==> src/rtl/acb_pkg.sv <==
package acb_pkg;

  // Source selected for a capture-stage load
  typedef enum logic {
    CAP_FROM_PIN    = 1'b0,
    CAP_FROM_SAMPLE = 1'b1
  } acb_cap_src_e;

  // Per-cycle scan controls shared by every cell
  typedef struct packed {
    logic clock_en;
    logic shift_sel;
    logic update_en;
  } acb_scan_ctrl_t;

endpackage

==> src/rtl/acb_sample_stage.sv <==
module acb_sample_stage (
  input  logic clk,
  input  logic rst_n,
  input  logic strobe,
  input  logic pin_bit,
  output logic decoded_bit
);

  logic sample_q;
  logic sample_d;

  // Strobe is the clock enable of the sample register
  always_comb begin
    sample_d = sample_q;
    if (strobe) begin
      sample_d = pin_bit;
    end
  end

  always_ff @(posedge clk or negedge rst_n) begin
    if (!rst_n) begin
      sample_q <= 1'b0;
    end else begin
      sample_q <= sample_d;
    end
  end

  // Even strobe spacing returns the toggle pattern to its seed phase,
  // so the decoded logic value is the sampled bit itself.
  assign decoded_bit = sample_q;

  AST_SAMPLE_LOAD: assert property (@(posedge clk) disable iff (!rst_n)
    strobe |=> (decoded_bit == $past(pin_bit)));

  AST_SAMPLE_HOLD: assert property (@(posedge clk) disable iff (!rst_n)
    !strobe |=> $stable(decoded_bit));

endmodule

==> src/rtl/acb_scan_stage.sv <==
module acb_scan_stage
  import acb_pkg::*;
(
  input  logic           clk,
  input  logic           rst_n,
  input  acb_scan_ctrl_t ctrl,
  input  acb_cap_src_e   cap_src,
  input  logic           pin_bit,
  input  logic           ac_bit,
  input  logic           ser_in,
  output logic           cap_q,
  output logic           upd_q
);

  logic cap_d;
  logic upd_d;
  logic capture_bit;

  // Capture-source selection
  always_comb begin
    case (cap_src)
      CAP_FROM_SAMPLE: capture_bit = ac_bit;
      default:         capture_bit = pin_bit;
    endcase
  end

  always_comb begin
    cap_d = cap_q;
    if (ctrl.clock_en) begin
      cap_d = ctrl.shift_sel ? ser_in : capture_bit;
    end
  end

  always_comb begin
    upd_d = upd_q;
    if (ctrl.update_en) begin
      upd_d = cap_q;
    end
  end

  always_ff @(posedge clk or negedge rst_n) begin
    if (!rst_n) begin
      cap_q <= 1'b0;
      upd_q <= 1'b0;
    end else begin
      cap_q <= cap_d;
      upd_q <= upd_d;
    end
  end

  AST_CAP_FROM_SAMPLE: assert property (@(posedge clk) disable iff (!rst_n)
    (ctrl.clock_en && !ctrl.shift_sel && cap_src == CAP_FROM_SAMPLE)
      |=> (cap_q == $past(ac_bit)));

  AST_CAP_FROM_PIN: assert property (@(posedge clk) disable iff (!rst_n)
    (ctrl.clock_en && !ctrl.shift_sel && cap_src == CAP_FROM_PIN)
      |=> (cap_q == $past(pin_bit)));

  AST_SHIFT_MOVE: assert property (@(posedge clk) disable iff (!rst_n)
    (ctrl.clock_en && ctrl.shift_sel) |=> (cap_q == $past(ser_in)));

  AST_UPDATE_HOLD: assert property (@(posedge clk) disable iff (!rst_n)
    !ctrl.update_en |=> $stable(upd_q));

  AST_CAPTURE_HOLD: assert property (@(posedge clk) disable iff (!rst_n)
    !ctrl.clock_en |=> $stable(cap_q));

endmodule

==> src/rtl/acb_pin_cell.sv <==
module acb_pin_cell
  import acb_pkg::*;
(
  input  logic           clk,
  input  logic           rst_n,
  input  acb_scan_ctrl_t ctrl,
  input  acb_cap_src_e   cap_src,
  input  logic           mode_test,
  input  logic           ac_sync,
  input  logic           pin_bit,
  input  logic           ser_in,
  output logic           ser_out,
  output logic           sys_bit
);

  logic decoded_bit;
  logic upd_bit;

  acb_sample_stage u_sample (
    .clk         (clk),
    .rst_n       (rst_n),
    .strobe      (ac_sync),
    .pin_bit     (pin_bit),
    .decoded_bit (decoded_bit)
  );

  acb_scan_stage u_scan (
    .clk     (clk),
    .rst_n   (rst_n),
    .ctrl    (ctrl),
    .cap_src (cap_src),
    .pin_bit (pin_bit),
    .ac_bit  (decoded_bit),
    .ser_in  (ser_in),
    .cap_q   (ser_out),
    .upd_q   (upd_bit)
  );

  // Drive toward system logic: pin in functional mode, update stage in test mode
  assign sys_bit = mode_test ? upd_bit : pin_bit;

endmodule

==> src/rtl/acb_input_bank.sv <==
module acb_input_bank
  import acb_pkg::*;
#(
  parameter int NUM_PINS = 4
) (
  input  logic                clk,
  input  logic                rst_n,
  input  logic [NUM_PINS-1:0] pin_in,
  output logic [NUM_PINS-1:0] sys_out,
  input  logic                scan_in,
  output logic                scan_out,
  input  logic                shift_dr,
  input  logic                clock_dr,
  input  logic                update_dr,
  input  logic                mode_test,
  input  logic                ac_sync,
  input  logic                ac_ran
);

  localparam int LAST_CELL = NUM_PINS - 1;

  acb_scan_ctrl_t ctrl;
  acb_cap_src_e   cap_src;
  logic [NUM_PINS:0] chain;

  always_comb begin
    ctrl.clock_en  = clock_dr;
    ctrl.shift_sel = shift_dr;
    ctrl.update_en = update_dr;
    cap_src        = ac_ran ? CAP_FROM_SAMPLE : CAP_FROM_PIN;
  end

  assign chain[0] = scan_in;

  for (genvar k = 0; k < NUM_PINS; k++) begin : g_cell
    acb_pin_cell u_cell (
      .clk       (clk),
      .rst_n     (rst_n),
      .ctrl      (ctrl),
      .cap_src   (cap_src),
      .mode_test (mode_test),
      .ac_sync   (ac_sync),
      .pin_bit   (pin_in[k]),
      .ser_in    (chain[k]),
      .ser_out   (chain[k+1]),
      .sys_bit   (sys_out[k])
    );
  end

  assign scan_out = chain[LAST_CELL+1];

  AST_RESET_CLEAR: assert property (@(posedge clk)
    !rst_n |=> (!rst_n || !scan_out));

  AST_FUNC_PASS: assert property (@(posedge clk) disable iff (!rst_n)
    !mode_test |-> (sys_out == pin_in));

endmodule

==> config.mk <==
export PLATFORM = sky130hd
export DESIGN_NAME = acb_input_bank
export DESIGN_NICKNAME = d
export VERILOG_FILES = /design/src/rtl/acb_pkg.sv /design/src/rtl/acb_sample_stage.sv /design/src/rtl/acb_scan_stage.sv /design/src/rtl/acb_pin_cell.sv /design/src/rtl/acb_input_bank.sv
export SDC_FILE = /design/constraint.sdc
export NUM_CORES = 1
export LEC_CHECK = 0
export BUFFER_PORTS_ARGS = -buffer_cell sky130_fd_sc_hd__buf_2
export CAP_MARGIN = 20
export CORE_MARGIN = 1
export CORE_UTILIZATION = 28
export CTS_BUF_LIST = sky130_fd_sc_hd__clkbuf_2
export DETAILED_ROUTE_END_ITERATION = 16
export SETUP_SLACK_MARGIN = 0.15
export SLEW_MARGIN = 20
export SYNTH_ARGS = -nofsm -noshare
export SYNTH_HDL_FRONTEND = slang
export SYNTH_SLANG_ARGS = --single-unit
==> constraint.sdc <==
create_clock -name clk -period 1.1 [get_ports clk]
set_clock_uncertainty 0.05 [all_clocks]
set_input_delay 0.165 -clock clk [delete_from_list [all_inputs] [get_ports clk]]
set_output_delay 0.165 -clock clk [all_outputs]
set_load 0.1 [all_outputs]
== Word level (Yosys, flattened, before mapping) ==
Cells that the tools add are included.

* Mux-type cells: 13

{| class="wikitable"
|+ Operators with widths
! operator !! number
|-
| $mux W1 || 13
|}

* Register bits: 12
* Output and inout port bits: 5

== Logic depth before layout (Yosys ltp) ==
* Depth after elaboration: 3
* Gate-level depth with buffers: 3
* Depth with buffers taken out: 2

== By module ==
Synthesis repeated with hierarchy kept, for this count alone.

* Cells, all modules: 44
* Area total of the unflattened synthesis: 605.6 um^2

{| class="wikitable"
|+ By module, submodules not included
! module !! sequential area each (um^2) !! area each (um^2) !! times used !! cells each
|-
| acb_scan_stage || 50.0 || 96.3 || 4 || 8
|-
| acb_sample_stage || 25.0 || 40.0 || 4 || 2
|-
| acb_pin_cell || 0.0 || 15.0 || 4 || 1
|}

== Worst setup path after synthesis ==
Ideal clock, no wire load.

* Path kind: register -> register
* Start point: reg g_cell[3].u_cell.u_scan.cap_q
* End point: reg g_cell[3].u_cell.u_scan.upd_q
* Data arrival time: 1.146 ns
* Stages on the path, launching flop included: 2
* Slack: -0.222 ns
* Path buffers: 0
* Library setup time: 0.126 ns
* Required time: 0.924 ns
* Cell sequence: dfrtp_1 -> mux2_2

{| class="wikitable"
|+ RTL lines
! element !! RTL line !! RTL
|-
| from (decl) || acb_scan_stage.sv:11 || <nowiki>output logic cap_q,</nowiki>
|-
| from (signal assigned) || acb_scan_stage.sv:46 || <nowiki>cap_q <= cap_d;</nowiki>
|-
| to (signal assigned) || acb_scan_stage.sv:47 || <nowiki>upd_q <= upd_d;</nowiki>
|-
| to (decl) || acb_scan_stage.sv:12 || <nowiki>output logic upd_q</nowiki>
|}

No word-level cell between the ends.

== Final worst setup path ==
* Start point: reg g_cell[3].u_cell.u_scan.upd_q
* End point: out sys_out[3]

* Cells in the longest elaborated chain, start to end: 1

{| class="wikitable"
|+ Ends and longest elaborated chain
! element !! RTL line !! RTL
|-
| $mux W1 || acb_pin_cell.sv:40 || <nowiki>assign sys_bit = mode_test ? upd_bit : pin_bit;</nowiki>
|-
| to (decl) || acb_input_bank.sv:9 || <nowiki>output logic [NUM_PINS-1:0] sys_out,</nowiki>
|}

Every way passes these cells.

==> summary.md <==
Status
- run status: complete, but fails checks
- violations in the final reports: negative setup slack

Floorplanning
- total core area: 2000 sq um
- height of the die: 48.5 microns
- number of top-level pins: 18
- die width: 48.5 microns
- effective utilization at floorplan: 30.2%
- site row count: 16
- Die ar.: 2350 sq um

Placed design
- port bufs: 17
- post-placement cell count: 85
- routability cong.: 0.755
- placed cell areas: 783 sq um

Clock tree
- # clock sinks: 12
- clk buf depth: 2
- TritonCTS Buffers: 3
- master cell of the clock root buffer: sky130_fd_sc_hd__clkbuf_2
- CTS tree: done
- clock latency on the worst-skew pair: 0.26 ns
- number of levels in the clock H-tree: 1
- Reg clk slew, reported paths: 0.12 ns

Setup path
- critical path data required time: 0.88 ns
- type of the setup path with the least slack: reg -> out
- sum of buffers and inverters on the critical path: 1
- CP Launch Type: register
- Worst R2R Path Depth: 2
- Cell Chain, Critical Path: mux2_4 > buf_12
- Top delay family on crit path: flip-flops
- cell type of the slowest stage on the worst timing path: sky130_fd_sc_hd__dfrtp_1
- endpoint type of the worst setup path: output pin
- source of the critical timing path: g_cell[3].u_cell.u_scan.upd_q
- Worst path max stage delay: 0.40 ns
- arrival time worst endpoint: 1.10 ns
- end of the worst register-to-register path: g_cell[3].u_cell.u_scan.upd_q
- reg-to-reg critical path startpoint: g_cell[3].u_cell.u_scan.cap_q
- Worst Path Max Fanout: 2
- Register-to-Register Setup Slack: 0.06 ns

Timing
- post-route minimum period: 1.32 ns
- Fin. Hold Viols: 0
- Slew Limit Headroom: 81.7%
- portion of the clock cycle consumed by the worst path in the final layout: 120%
- Finish-stage setup viols: 5
- setup repair after global routing missed its margin: true
- achievable clock frequency: 0.759 GHz
- transition time at the pin with the least slew margin: 0.274 ns
- number of max-slew violations in the final report: 0
- fin worst setup slack: -0.217 ns
- worst hold slack: 0.125 ns

Drt
- remaining antenna violation count after routing: 0
- routed vias: 410
- Initial DRC Count: 11
- final WL: 1070 microns
- per-cell via count in the routed design: 4.41
- iteration count of the initial detailed-routing pass: 4
- routed length per instance: 11.5 microns
- DRC: 0

Yosys
- cell count after synthesis: 46
- post-synthesis instance area: 604 sq um
- largest cells by area after synthesis: sky130_fd_sc_hd__dfrtp_1 50%, sky130_fd_sc_hd__mux2_2 22%, sky130_fd_sc_hd__mux2i_1 6.6%, sky130_fd_sc_hd__buf_4 6.2%, sky130_fd_sc_hd__nand2b_2 5.8%
- leading area contributor after synthesis: sky130_fd_sc_hd__dfrtp_1
- async set-reset flop share out of synthesis: 100%
- most frequent cells after synthesis: 12 x sky130_fd_sc_hd__dfrtp_1, 12 x sky130_fd_sc_hd__mux2_2, 5 x sky130_fd_sc_hd__buf_4
- dominant synthesized flop cell: sky130_fd_sc_hd__dfrtp_1
- distinct cell type count of the synthesized netlist: 8
- number of flops mapped to enable cells by yosys: 0
- Yosys warning count: 0
- net count after synthesis: 59
- share of the yosys chip area belonging to registers: 49.7%
- average footprint of a synthesized cell: 13.1 sq um
- Synth top area share: 49.7%
- flops & latches, synth: 12

Hold path
- Hold Path Stages: 2
- Tightest Hold Check Type: in -> reg
- Hold Crit Start: pin_in[3]
- Hold EP: g_cell[3].u_cell.u_sample.decoded_bit

Global routing
- total routing usage reported by global routing: 11.3%
- vias in the first global route: 401
- wire length of the first global-routing pass: 1930 microns
- global-route congestion overflow total: 0
- antenna violations before repair: 0
- pin count of the biggest net entering global routing: 13

Final layout
- number of nets at the end of the flow: 80
- fraction of layout cells with a size suffix above 1: 63.6%
- Multi-input gate area: 293 sq um
- Layout Area Growth over Synthesis: 40.2%
- cell area after layout: 847 sq um
- filler cell count: 192
- Diodes inserted: 0
- post-layout instance count excluding filler cells: 93
- area of all sequential standard cells: 304 sq um

Power
- Pwr Total: 0.00134 W
- Peak VDD IR: 0.595 mV
- leakage power summed over all cells: 0.396 nW
- Power Dens Cells: 1580 nW/um^2

Run
- reported max-cap violation count: 0

-- cells by family (layout without fill, tap and decap cells) --
logic type             after synthesis  after routing  synth area share (%)
buffers and inverters                5             25                  6.21
muxes                               16             16                  29.0
AOI/OAI and AO/OA                    4              4                  4.97
and+or+nand+nor                      9              9                  10.1
DFF                                 12             12                  49.7
-- cells in the final DEF, fill, tap and decap left out, drive strengths merged --
| cell type | n |
|---|---|
| buf | 20 |
| dfrtp | 12 |
| mux2 | 12 |
| nand2b | 5 |
| mux2i | 4 |
| nand3 | 4 |
| o211ai | 4 |
| clkbuf | 4 |
| dlygate4sd3 | 1 |
-- timing repair --
| action | 4_1_cts | 5_1_grt |
|---|---|---|
| hold endpoints to repair | 12 | 0 |
| setup endpoints to repair | 5 | 7 |
| hold buffers | 1 | 0 |
| pin swaps | 0 | 0 |
| buffers inserted | 2 | 1 |
| gates resized for setup | 0 | 2 |
-- stage by stage --
step	util (%)	worst slack [ns]	setup TNS [ns]
finish	42.3	-0.217	-0.905
detailed placement	39.1	0.0635	0
global route	42.3	-0.290	-1.27
CTS	41.4	-0.247	-1.01
floorplan	-	0.0289	0
global placement	39.1	0.0790	0
-- flip-flops by register name, indices dropped and copies added (netlist names) --
signal and count:
g_cell.u_cell.u_sample.decoded_bit 4, g_cell.u_cell.u_scan.cap_q 4, g_cell.u_cell.u_scan.upd_q 4
-- cell type report --
cell class,instances,share of cell area [%]
sequential,12,35.9
multi-input combinational,29,34.6
tap,27,3.99
timing repair buffer,21,23.2
clock buffer,4,2.36
-- report_power, final --
group	switching, W	internal (W)
combinational	0.000299	0.000248
clock	0.000143	0.0000965
sequential	0.0000436	0.000507
total	0.000486	0.000852
-- layer usage --
metal / share of wire [%] / vias up / wire length [microns] / global-route usage, %
met2: 44 / 15 / 472 / 15.0
met3: 5.1 / 0 / 55 / 5.03
met1: 51 / 193 / 546 / 15.8
li1: - / 202 / - / -
met5: 0 / - / 0 / 0
met4: 0 / 0 / 0 / 4.41
-- worst max path at each step --
stage                                    end  slack (ns)  cells after the start
6_report                          sys_out[3]       -0.22                      2
2_1_floorplan  g_cell[3].u_cell.u_scan.upd_q        0.03                      1
3_3_place_gp                      sys_out[0]        0.08                      3
3_5_place_dp                      sys_out[3]        0.06                      3
5_1_grt                           sys_out[2]       -0.29                      2
4_1_cts                           sys_out[3]       -0.25                      2
No activity file was read; power rests on OpenSTA's default activity.
